`config.mk`:
```
export PLATFORM = sky130hd
export DESIGN_NAME = ref_clk_selector
export DESIGN_NICKNAME = d
export VERILOG_FILES = /design/src/rtl/ref_sel_pkg.sv /design/src/rtl/ref_sel_sync.sv /design/src/rtl/ref_sel_regs.sv /design/src/rtl/ref_sel_failover.sv /design/src/rtl/ref_clk_selector.sv
export SDC_FILE = /design/constraint.sdc
export NUM_CORES = 1
export LEC_CHECK = 0
export BUFFER_PORTS_ARGS = -buffer_cell sky130_fd_sc_hd__buf_2
export CAP_MARGIN = 20
export CORE_AREA = 2 2 39 41
export DETAILED_ROUTE_END_ITERATION = 8
export DIE_AREA = 0 0 41 43
export PLACE_DENSITY = 0.83
export SYNTH_ARGS = -nofsm -noshare
export SYNTH_HDL_FRONTEND = slang
export SYNTH_SLANG_ARGS = --single-unit
```
`constraint.sdc`:
```
create_clock -name clk_i -period 3.61 [get_ports clk_i]
set_clock_uncertainty 0.15 [all_clocks]
set_input_delay 0.1805 -clock clk_i [delete_from_list [all_inputs] [get_ports clk_i]]
set_output_delay 0.1805 -clock clk_i [all_outputs]
set_load 0.05 [all_outputs]
```
`src/rtl/ref_sel_pkg.sv`:
```
package ref_sel_pkg;
  localparam int unsigned DATA_W = 8;

  localparam int unsigned ADDR_CTRL  = 0;
  localparam int unsigned ADDR_SEL   = 1;
  localparam int unsigned ADDR_ALARM = 2;

  localparam int unsigned CTRL_AUTO_BIT = 7;
  localparam int unsigned CTRL_TRIG_BIT = 6;
  localparam int unsigned SEL_REQ_BIT   = 0;
  localparam int unsigned SEL_ACT_BIT   = 3;

  localparam logic [DATA_W-1:0] CTRL_IMPL = 8'hC0;
  localparam logic [DATA_W-1:0] SEL_IMPL  = 8'h01;

  // field order matches alarm bits 7..4
  typedef struct packed {
    logic pri_los;
    logic sec_los;
    logic holdover;
    logic unlock;
  } tstat_t;

  localparam int unsigned TSTAT_W = $bits(tstat_t);

  function automatic logic [DATA_W-1:0] merge_bits(input logic [DATA_W-1:0] old_v,
                                                   input logic [DATA_W-1:0] new_v,
                                                   input logic [DATA_W-1:0] mask);
    return (old_v & ~mask) | (new_v & mask);
  endfunction
endpackage

```
`src/rtl/ref_sel_sync.sv`:
```
module ref_sel_sync #(
  parameter int unsigned WIDTH  = 4,
  parameter int unsigned STAGES = 2
) (
  input  logic             clk_i,
  input  logic             rst_ni,
  input  logic [WIDTH-1:0] d_i,
  output logic [WIDTH-1:0] q_o
);
  for (genvar g = 0; g < WIDTH; g++) begin : g_bit
    logic [STAGES-1:0] chain_q;
    always_ff @(posedge clk_i or negedge rst_ni) begin
      if (!rst_ni) chain_q <= '0;
      else         chain_q <= {chain_q[STAGES-2:0], d_i[g]};
    end
    assign q_o[g] = chain_q[STAGES-1];
  end
endmodule

```
`src/rtl/ref_sel_regs.sv`:
```
module ref_sel_regs
  import ref_sel_pkg::*;
#(
  parameter int unsigned ADDR_W = 2
) (
  input  logic              clk_i,
  input  logic              rst_ni,
  input  logic              we_i,
  input  logic [ADDR_W-1:0] addr_i,
  input  logic [DATA_W-1:0] wdata_i,
  input  logic [DATA_W-1:0] wmask_i,
  input  logic              active_i,
  input  tstat_t            status_i,
  output logic              auto_en_o,
  output logic              trig_hold_o,
  output logic              req_sel_o,
  output logic              sel_wr_o,
  output logic              sel_wdata_o,
  output logic [DATA_W-1:0] rdata_o
);
  logic [DATA_W-1:0] ctrl_q, sel_q;
  logic hit_ctrl, hit_sel, hit_alarm;

  assign hit_ctrl  = addr_i == ADDR_W'(ADDR_CTRL);
  assign hit_sel   = addr_i == ADDR_W'(ADDR_SEL);
  assign hit_alarm = addr_i == ADDR_W'(ADDR_ALARM);

  always_ff @(posedge clk_i or negedge rst_ni) begin
    if (!rst_ni) begin
      ctrl_q <= '0;
      sel_q  <= '0;
    end else if (we_i) begin
      if (hit_ctrl) ctrl_q <= merge_bits(ctrl_q, wdata_i, wmask_i) & CTRL_IMPL;
      if (hit_sel)  sel_q  <= merge_bits(sel_q, wdata_i, wmask_i) & SEL_IMPL;
    end
  end

  assign auto_en_o   = ctrl_q[CTRL_AUTO_BIT];
  assign trig_hold_o = ctrl_q[CTRL_TRIG_BIT];
  assign req_sel_o   = sel_q[SEL_REQ_BIT];
  assign sel_wr_o    = we_i && hit_sel && wmask_i[SEL_REQ_BIT];
  assign sel_wdata_o = wdata_i[SEL_REQ_BIT];

  always_comb begin
    rdata_o = '0;
    if (hit_ctrl) begin
      rdata_o = ctrl_q;
    end else if (hit_sel) begin
      rdata_o = sel_q;
      rdata_o[SEL_ACT_BIT] = active_i;
    end else if (hit_alarm) begin
      rdata_o[DATA_W-1 -: TSTAT_W] = status_i;
    end
  end
endmodule

```
`src/rtl/ref_sel_failover.sv`:
```
module ref_sel_failover
  import ref_sel_pkg::*;
(
  input  logic   clk_i,
  input  logic   rst_ni,
  input  logic   auto_en_i,
  input  logic   trig_hold_i,
  input  logic   req_sel_i,
  input  logic   sel_wr_i,
  input  logic   sel_wdata_i,
  input  tstat_t status_i,
  output logic   active_o
);
  logic active_q, active_d, hold_prev_q;
  logic hold_rise, cur_los, alt_los, trigger;

  assign hold_rise = status_i.holdover && !hold_prev_q;
  assign cur_los   = active_q ? status_i.sec_los : status_i.pri_los;
  assign alt_los   = active_q ? status_i.pri_los : status_i.sec_los;
  assign trigger   = trig_hold_i ? hold_rise : cur_los;

  always_comb begin
    active_d = active_q;
    if (sel_wr_i)                active_d = sel_wdata_i;
    else if (!auto_en_i)         active_d = req_sel_i;
    else if (trigger && !alt_los) active_d = !active_q;
  end

  always_ff @(posedge clk_i or negedge rst_ni) begin
    if (!rst_ni) begin
      active_q    <= 1'b0;
      hold_prev_q <= 1'b0;
    end else begin
      active_q    <= active_d;
      hold_prev_q <= status_i.holdover;
    end
  end

  assign active_o = active_q;
endmodule

```
`src/rtl/ref_clk_selector.sv`:
```
module ref_clk_selector
  import ref_sel_pkg::*;
#(
  parameter int unsigned ADDR_W      = 2,
  parameter int unsigned SYNC_STAGES = 2
) (
  input  logic              clk_i,
  input  logic              rst_ni,
  input  logic              we_i,
  input  logic [ADDR_W-1:0] addr_i,
  input  logic [7:0]        wdata_i,
  input  logic [7:0]        wmask_i,
  output logic [7:0]        rdata_o,
  input  logic              pri_los_i,
  input  logic              sec_los_i,
  input  logic              holdover_i,
  input  logic              unlock_i,
  output logic              ref_sel_o
);
  logic [TSTAT_W-1:0] status_raw, status_bits;
  tstat_t status_s;
  logic auto_en, trig_hold, req_sel, sel_wr, sel_wdata, active;

  assign status_raw = {pri_los_i, sec_los_i, holdover_i, unlock_i};

  ref_sel_sync #(.WIDTH(TSTAT_W), .STAGES(SYNC_STAGES)) u_sync (
    .clk_i (clk_i),
    .rst_ni(rst_ni),
    .d_i   (status_raw),
    .q_o   (status_bits)
  );
  assign status_s = tstat_t'(status_bits);

  ref_sel_regs #(.ADDR_W(ADDR_W)) u_regs (
    .clk_i      (clk_i),
    .rst_ni     (rst_ni),
    .we_i       (we_i),
    .addr_i     (addr_i),
    .wdata_i    (wdata_i),
    .wmask_i    (wmask_i),
    .active_i   (active),
    .status_i   (status_s),
    .auto_en_o  (auto_en),
    .trig_hold_o(trig_hold),
    .req_sel_o  (req_sel),
    .sel_wr_o   (sel_wr),
    .sel_wdata_o(sel_wdata),
    .rdata_o    (rdata_o)
  );

  ref_sel_failover u_fail (
    .clk_i      (clk_i),
    .rst_ni     (rst_ni),
    .auto_en_i  (auto_en),
    .trig_hold_i(trig_hold),
    .req_sel_i  (req_sel),
    .sel_wr_i   (sel_wr),
    .sel_wdata_i(sel_wdata),
    .status_i   (status_s),
    .active_o   (active)
  );

  assign ref_sel_o = active;
endmodule

```
# Yosys cells after proc, flatten, opt, wreduce, memory -nomap -nowiden
# Index checks and enable logic that the tools add are counted.
# Widths: inputs -> output; s select.
# totals
output_inout_bits	9
ff_bits	13
# classes
n_bitwise	6
reduce_logical	10
mux	10
n_eq_ne	3
# ops
op	count
$and 8x8->8	2
$mux 4	3
$mux 8	1
$not 8->8	1
$or 8x8->8	1
$mux 1	6
$logic_and 1x1->1	4
$reduce_and 2->1	2
$logic_not 1->1	3
$ne 3x2->1 const B	1
$eq 2x1->1 const B	1
$eq 2x2->1 const B	1
$logic_not 2->1	1
$and 1x1->1	1
$or 1x1->1	1

# Depth between registers and ports, before layout
# Gate-level depths: netlist of run 1.
# depth
word_depth	7
mapped_depth	4
mapped_depth_nobuf	4

# Cells and area by module
# A second synthesis of run 1 with hierarchy kept.
# unflattened
hier_cells	49
hier_area_um2	616.8
# by_module_without_submodules
module	cells_per_inst	instances	area_each_um2
ref_sel_regs	24	1	256.5
ref_sel_sync	12	1	230.2
ref_sel_failover	13	1	130.1

# Least setup slack after synthesis of run 1
# Ideal clock, no wire load.
# synth_timing
path_type	reg2reg
startpoint	register u_fail.active_q (netlist: u_fail.active_o)
endpoint	register u_fail.active_q (netlist: u_fail.active_o)
slack_ns	2.043
period_less_slack_ns	1.567
stages_incl_launch_ff	5
arrival_time_ns	1.352
path_cell_list	dfrtp_1 > inv_2 > maj3_2 > a211oi_1 > o22a_1
# synth_via
elab_chain_cells	4
# synth_lines
element	line_no	source
from (decl)	ref_sel_failover.sv:14	logic active_q, active_d, hold_prev_q;
from (signal assigned)	ref_sel_failover.sv:34	active_q <= active_d;
$mux 1 (tied with other cells)	ref_sel_failover.sv:18	assign cur_los = active_q ? status_i.sec_los : status_i.pri_los;
$mux 1 (tied with other cells)	ref_sel_failover.sv:20	assign trigger = trig_hold_i ? hold_rise : cur_los;
$logic_and 1x1->1 / $mux 1 (equally long branches)	ref_sel_failover.sv:26, ref_sel_failover.sv:25	
$ne 3x2->1 (no line) / $mux 1 (equally long branches)	--	
# Several ways; a longest one is shown, not always the timed one. The select of a mux whose other input is x is not followed.
# A chain may end at the register's enable or synchronous reset.

==> results of run 1 <==
## synthesized netlist by cell type (all sizes together)
master | number | area, um2
dfrtp | 13 | 325
nor2 | 4 | 15.0
inv | 3 | 11.3
mux2 | 3 | 33.8
nand3 | 3 | 15.0
and2 | 2 | 12.5
and3b | 2 | 17.5
buf | 2 | 15.0
mux2i | 2 | 20.0
nor2b | 2 | 12.5
o21ai | 2 | 10.0
a211oi | 1 | 7.51
conb | 1 | 3.75
maj3 | 1 | 11.3
nand4bb | 1 | 11.3
o22a | 1 | 8.76
## layout make-up
type / instances / area [um2]
fill: 126 / 633
inverter: 3 / 11.3
timing repair buffer: 29 / 185
clock buffer: 4 / 26.3
tap: 16 / 20.0
multi-input combinational: 26 / 183
sequential: 13 / 325
## power by group through the flow
stage | clock (mW) | sequential (mW) | combinational [mW]
2_1_floorplan | 0 | 0.189 | 0.0544
3_3_place_gp | 0 | 0.178 | 0.0888
3_5_place_dp | 0 | 0.180 | 0.0907
4_1_cts | 0.0862 | 0.177 | 0.0968
5_1_grt | 0.0969 | 0.179 | 0.105
6_report | 0.0833 | 0.177 | 0.0970
## what timing repair did
| action | in CTS | in global routing |
|---|---|---|
| endpoints found under the hold margin | 19 | 1 |
| buffers inserted | 0 | 0 |
| setup endpoints to repair | 0 | 0 |
| hold buffers | 7 | 1 |
## through the flow
| step | util | worst slack, ps | std cells | hold WS, ps | cell area, um2 |
|---|---|---|---|---|---|
| finish | 0.542 | 2180 | 91 | 111 | 751 |
| global placement | 0.466 | 2270 | 79 | -85.0 | 644 |
| CTS | 0.535 | 2160 | 90 | 13.4 | 741 |
| global route | 0.542 | 2100 | 91 | 105 | 751 |
| detailed placement | 0.466 | 2280 | 79 | -77.9 | 644 |
| floorplan | - | 2040 | 44 | -265 | 534 |
## kinds of logic after synthesis
group / Yosys count / synth area share
buffers and inverters: 5 / 0.0495
multiplexers: 5 / 0.101
flip-flops: 13 / 0.613
AND/OR/NAND/NOR: 14 / 0.158
adder cells (fa/ha/maj): 1 / 0.0212
other: 1 / 0.00707
AO/OA/AOI/OAI: 4 / 0.0495
## critical path, delay by kind of cell, from the launching register on
| kind | cells | cell delay, ps |
|---|---|---|
| and+or+nand+nor | 1 | 90 |
| DFF | 1 | 400 |
| muxes | 1 | 80 |
| buffers and inverters | 1 | 270 |
## path summary, 6_finish.rpt
| kind | start | to | slack [ps] | depth (start not counted) |
|---|---|---|---|---|
| max reg2reg | flop | u_fail.active_o | 2250 | 4 |
| min | wmask_i[7] | flop | 110 | 3 |
| max in group asynchronous | rst_ni | u_sync.g_bit[3].chain_q[0] | 2920 | 2 |
| min reg2reg | u_sync.g_bit[3].chain_q[0] | u_sync.g_bit[3].chain_q[1] | 200 | 0 |
| min in group asynchronous | rst_ni | u_sync.g_bit[2].chain_q[0] | 170 | 2 |
| max | flop | rdata_o[6] | 2180 | 3 |
## per-layer routing
| metal | track usage | routed length [um] | vias to the layer above |
|---|---|---|---|
| met5 | 0 | 0 | - |
| met4 | 0.0800 | 9 | 0 |
| met3 | 0.0157 | 53 | 2 |
| met2 | 0.209 | 510 | 13 |
| met1 | 0.179 | 419 | 188 |
| li1 | - | - | 205 |
## placed cells by master, fill, tap and decap left out
master	Yosys	routed
clkbuf_1	0	1
conb_1	1	2
nor2b_1	2	2
inv_2	1	1
inv_1	2	2
o22a_1	1	1
dfrtp_1	13	13
mux2_1	1	1
nor2_1	4	4
mux2i_1	2	2
mux2_2	2	2
and2_1	2	2
nand4bb_1	1	1
o21ai_0	2	2
clkbuf_4	0	3
buf_2	0	21
and3b_1	2	2
dlygate4sd3_1	0	8
nand3_1	3	3
maj3_2	1	1
a211oi_1	1	1
==> run_results.csv, run 1 <==
group,metric,value,unit
routing,first_pass_iters,4,
routing,wl_per_cell,10.9,um
clocking,cts-root-buf,"clkbuf_4",
synth,yosys_register_bits,13,
floorplanning,die_y,43,um
critical_path,end_kind,"output port",
global_route,grt_max_degree,14,
power,ir_drop,276,uV
floorplanning,die_w,41,um
synth,ys_warn_count,0,
clocking,clock_latency,260,ps
critical_path,startpoint_type,"flop",
synth,avgSynthCellArea,12.3,um2
layout,area_growth_syn_to_layout,41.5,%
critical_path,cp_slowest_cell,"dfrtp_1",
critical_path,required,3280,ps
global_route,grt_pass1_wl,1610,um
power,power.net_switching,116,uW
power,power.share.clock,0.233,
global_route,grt_overflow,0,
min_path,holdCritPathClass,"input pin to flop",
power,p_per_area,476,mW/mm2
clocking,clock_sinks,13,
synth,ys_types,18,
clocking,cts_tree,"built",
power,p_comb_frac,0.272,
power,p_leak,0.381,nW
sta,rsz0062_at_grt,"false",
routing,viasPerCell,4.48,
clocking,htreeDepth,1,
place,place_hpwl,732,um
clocking,cts_buffer_depth,2,
layout,fin_nets,101,
global_route,antenna_found_initial,0,
critical_path,worst-path-max-fanout,4,
floorplanning,placementRows,14,
power,power_frac_seq,0.495,
sta,setup_violations,0,
sta,finalCritPeriodShare,0.397,
place,routabilityCongestion,0.708,
sta,min_period,1430,ps
clocking,path_clk_slew,70,ps
critical_path,worstSetupPathType,"flop to output port",
layout,antennaDiodeCount,0,
sta,slew_violations,0,
place,io_buffers,21,
synth,ys_seq_area_frac,0.613,
power,finalPower,357,uW
sta,finalHoldViolCount,0,
layout,drive_above_1_share,0.373,
critical_path,crit_arrival,1100,ps
clocking,cts_resized,0,
routing,totalWireLength,992,um
floorplanning,initial_utilization,0.383,
critical_path,critPathMaxStageDelay,400,ps
global_route,grt_pass1_vias,403,
synth,synth_cells,43,
clocking,cts_buffers,3,
critical_path,worstPathCellList,"mux2i_1 > nor2_1 > buf_2",
flow_run,max_cap_viol_count,0,
routing,dr.first_iter.drc_count,6,
routing,drc_errors,0,
routing,vias,408,
routing,antenna_left,0,
floorplanning,dieArea,0.00176,mm2
sta,max_freq,0.698,GHz
floorplanning,ios,34,
outcome,status,"finished clean",
floorplanning,core_area,0.00138,mm2
power,swShare,0.324,
sta,setup-tns-final,0,ps
synth,synth_area,531,um2
power,intPower,241,uW
global_route,grt_util_all_layers,0.137,
Power figures use the tool's default switching activity.
==> run 2, diff against run 1 <==
- CORE_AREA: 2 2 39 41 -> default
- CORE_MARGIN: default -> 2
- CORE_UTILIZATION: default -> 39
- DIE_AREA: 0 0 41 43 -> default
- PLACE_DENSITY: 0.83 -> 0.82
- clock period: 3.61 -> 1.39 ns (I/O delays scaled with it)
==> run_results.csv, run 2 (synthesis results as in run 1) <==
group,metric,value,unit
critical_path,end_kind,"output port",
sta,max_freq,0.737,GHz
global_route,grt_util_all_layers,0.161,
floorplanning,ios,34,
routing,first_pass_iters,2,
critical_path,cp_slowest_cell,"dfrtp_1",
flow_run,max_cap_viol_count,0,
min_path,holdCritPathClass,"input pin to flop",
sta,rsz0062_at_grt,"true",
sta,timing.hold.ws,6.87,ps
critical_path,startpoint_type,"flop",
layout,final_cell_mix,"buf_2, dfrtp_1, dlygate4sd3_1",
layout,drive_above_1_share,0.405,
clocking,path_clk_slew,70,ps
layout,fin_nets,105,
layout,fillers,104,
place,io_buffers,21,
clocking,clock_sinks,13,
layout,area_growth_syn_to_layout,51.4,%
floorplanning,core_area,0.00128,mm2
critical_path,required,1170,ps
clocking,clock_latency,270,ps
sta,min_period,1360,ps
power,p_leak,0.402,nW
sta,slew_violations,0,
critical_path,worstPathCellList,"buf_6 > mux2i_1 > nor2_1 > buf_6",
outcome,status,"finished clean",
power,p_per_area,1220,mW/mm2
routing,drc_errors,0,
sta,setup-tns-final,0,ps
critical_path,crit_arrival,1140,ps
sta,finalHoldViolCount,0,
critical_path,cp_common_cell,"buf_6",
clocking,htreeDepth,1,
min_path,hp-start,"wmask_i[7]",
routing,vias,444,
clocking,cts_buffer_depth,2,
global_route,grt_overflow,0,
routing,antenna_left,0,
critical_path,crit_family,"flip-flops",
clocking,cts_tree,"built",
floorplanning,dieArea,0.00167,mm2
floorplanning,die_y,40.9,um
place,dp.cells,79,
power,finalPower,979,uW
global_route,grt_pass1_vias,379,
sta,setup_violations,0,
clocking,cts-root-buf,"clkbuf_4",
critical_path,r2r_setup_slack,90,ps
place,routabilityCongestion,0.731,
routing,viasPerCell,4.72,
layout,multiInputGateArea,188,um2
layout,final_common_cell,"buf_2",
routing,dr.first_iter.drc_count,2,
critical_path,worst-path-max-fanout,3,
routing,totalWireLength,1160,um
floorplanning,die_w,40.9,um
place,place_hpwl,749,um
sta,finalCritPeriodShare,0.976,
critical_path,path_buf_inv,2,
global_route,antenna_found_initial,0,
global_route,grt_max_degree,14,
clocking,cts_buffers,3,
routing,wl_per_cell,12.4,um
floorplanning,initial_utilization,0.413,
power,ir_drop,749,uV
global_route,grt_pass1_wl,1580,um
layout,instances_no_fill,94,
critical_path,critPathMaxStageDelay,400,ps
floorplanning,placementRows,13,
critical_path,worstSetupPathType,"flop to output port",
layout,seqCellArea,327,um2
layout,antennaDiodeCount,0,
## run 2: cell types whose count changed in the layout (fill, tap and decap cells not counted), sizes merged
cell and delta:
dlygate4sd3 +2, clkbuf +1, buf +1
## run 2: final timing paths
path	to	cells after the start
max	rdata_o[6]	4
max in group asynchronous	u_fail.active_o	2
min reg2reg	u_sync.g_bit[0].chain_q[1]	0
min in group asynchronous	asynchronous set/reset pin	2
max reg2reg	u_fail.active_o	4
min	flop	3
## run 2: report_power, final
part | total [mW] | switching, mW | internal [mW] | leakage (nW)
logic | 0.295 | 0.170 | 0.125 | 0.235
registers | 0.459 | 0.0361 | 0.423 | 0.152
clock network | 0.224 | 0.113 | 0.111 | 0.0150
## run 2: final cells by class
type                       count  area share
clock buffer                   4      0.0327
inverter                       3      0.0140
multi-input combinational     26       0.234
sequential                    13       0.407
tap                           15      0.0234
timing repair buffer          33       0.290
## run 2: per-layer routing
metal,GRT usage,part of all wire
met5,0,0
met3,0.0489,0.060
met2,0.262,0.55
met4,0.150,0.042
met1,0.160,0.35
## run 2: stage by stage
stage	utilization	instance area [um2]	setup slack (ps)
floorplan	-	541	3.57
global placement	0.511	657	133
detailed placement	0.511	657	102
CTS	0.611	786	8.13
global route	0.625	803	-20.3
finish	0.625	803	33.9
## run 2: worst register-to-register path: stages, from the launching register on
cell and delay [ps]:
dfrtp_1 370, nor2_1 60, maj3_2 310, a211oi_2 210
o22a_1 140
## run 2: repair_timing
| item | in CTS | in global routing |
|---|---|---|
| resized for setup | 1 | 3 |
| endpoints found under the setup margin | 1 | 2 |
| hold endpoints to repair | 21 | 0 |
| buffers inserted | 0 | 1 |
| pin swaps | 0 | 1 |
| hold buffers | 10 | 0 |
| cloned | 0 | 0 |
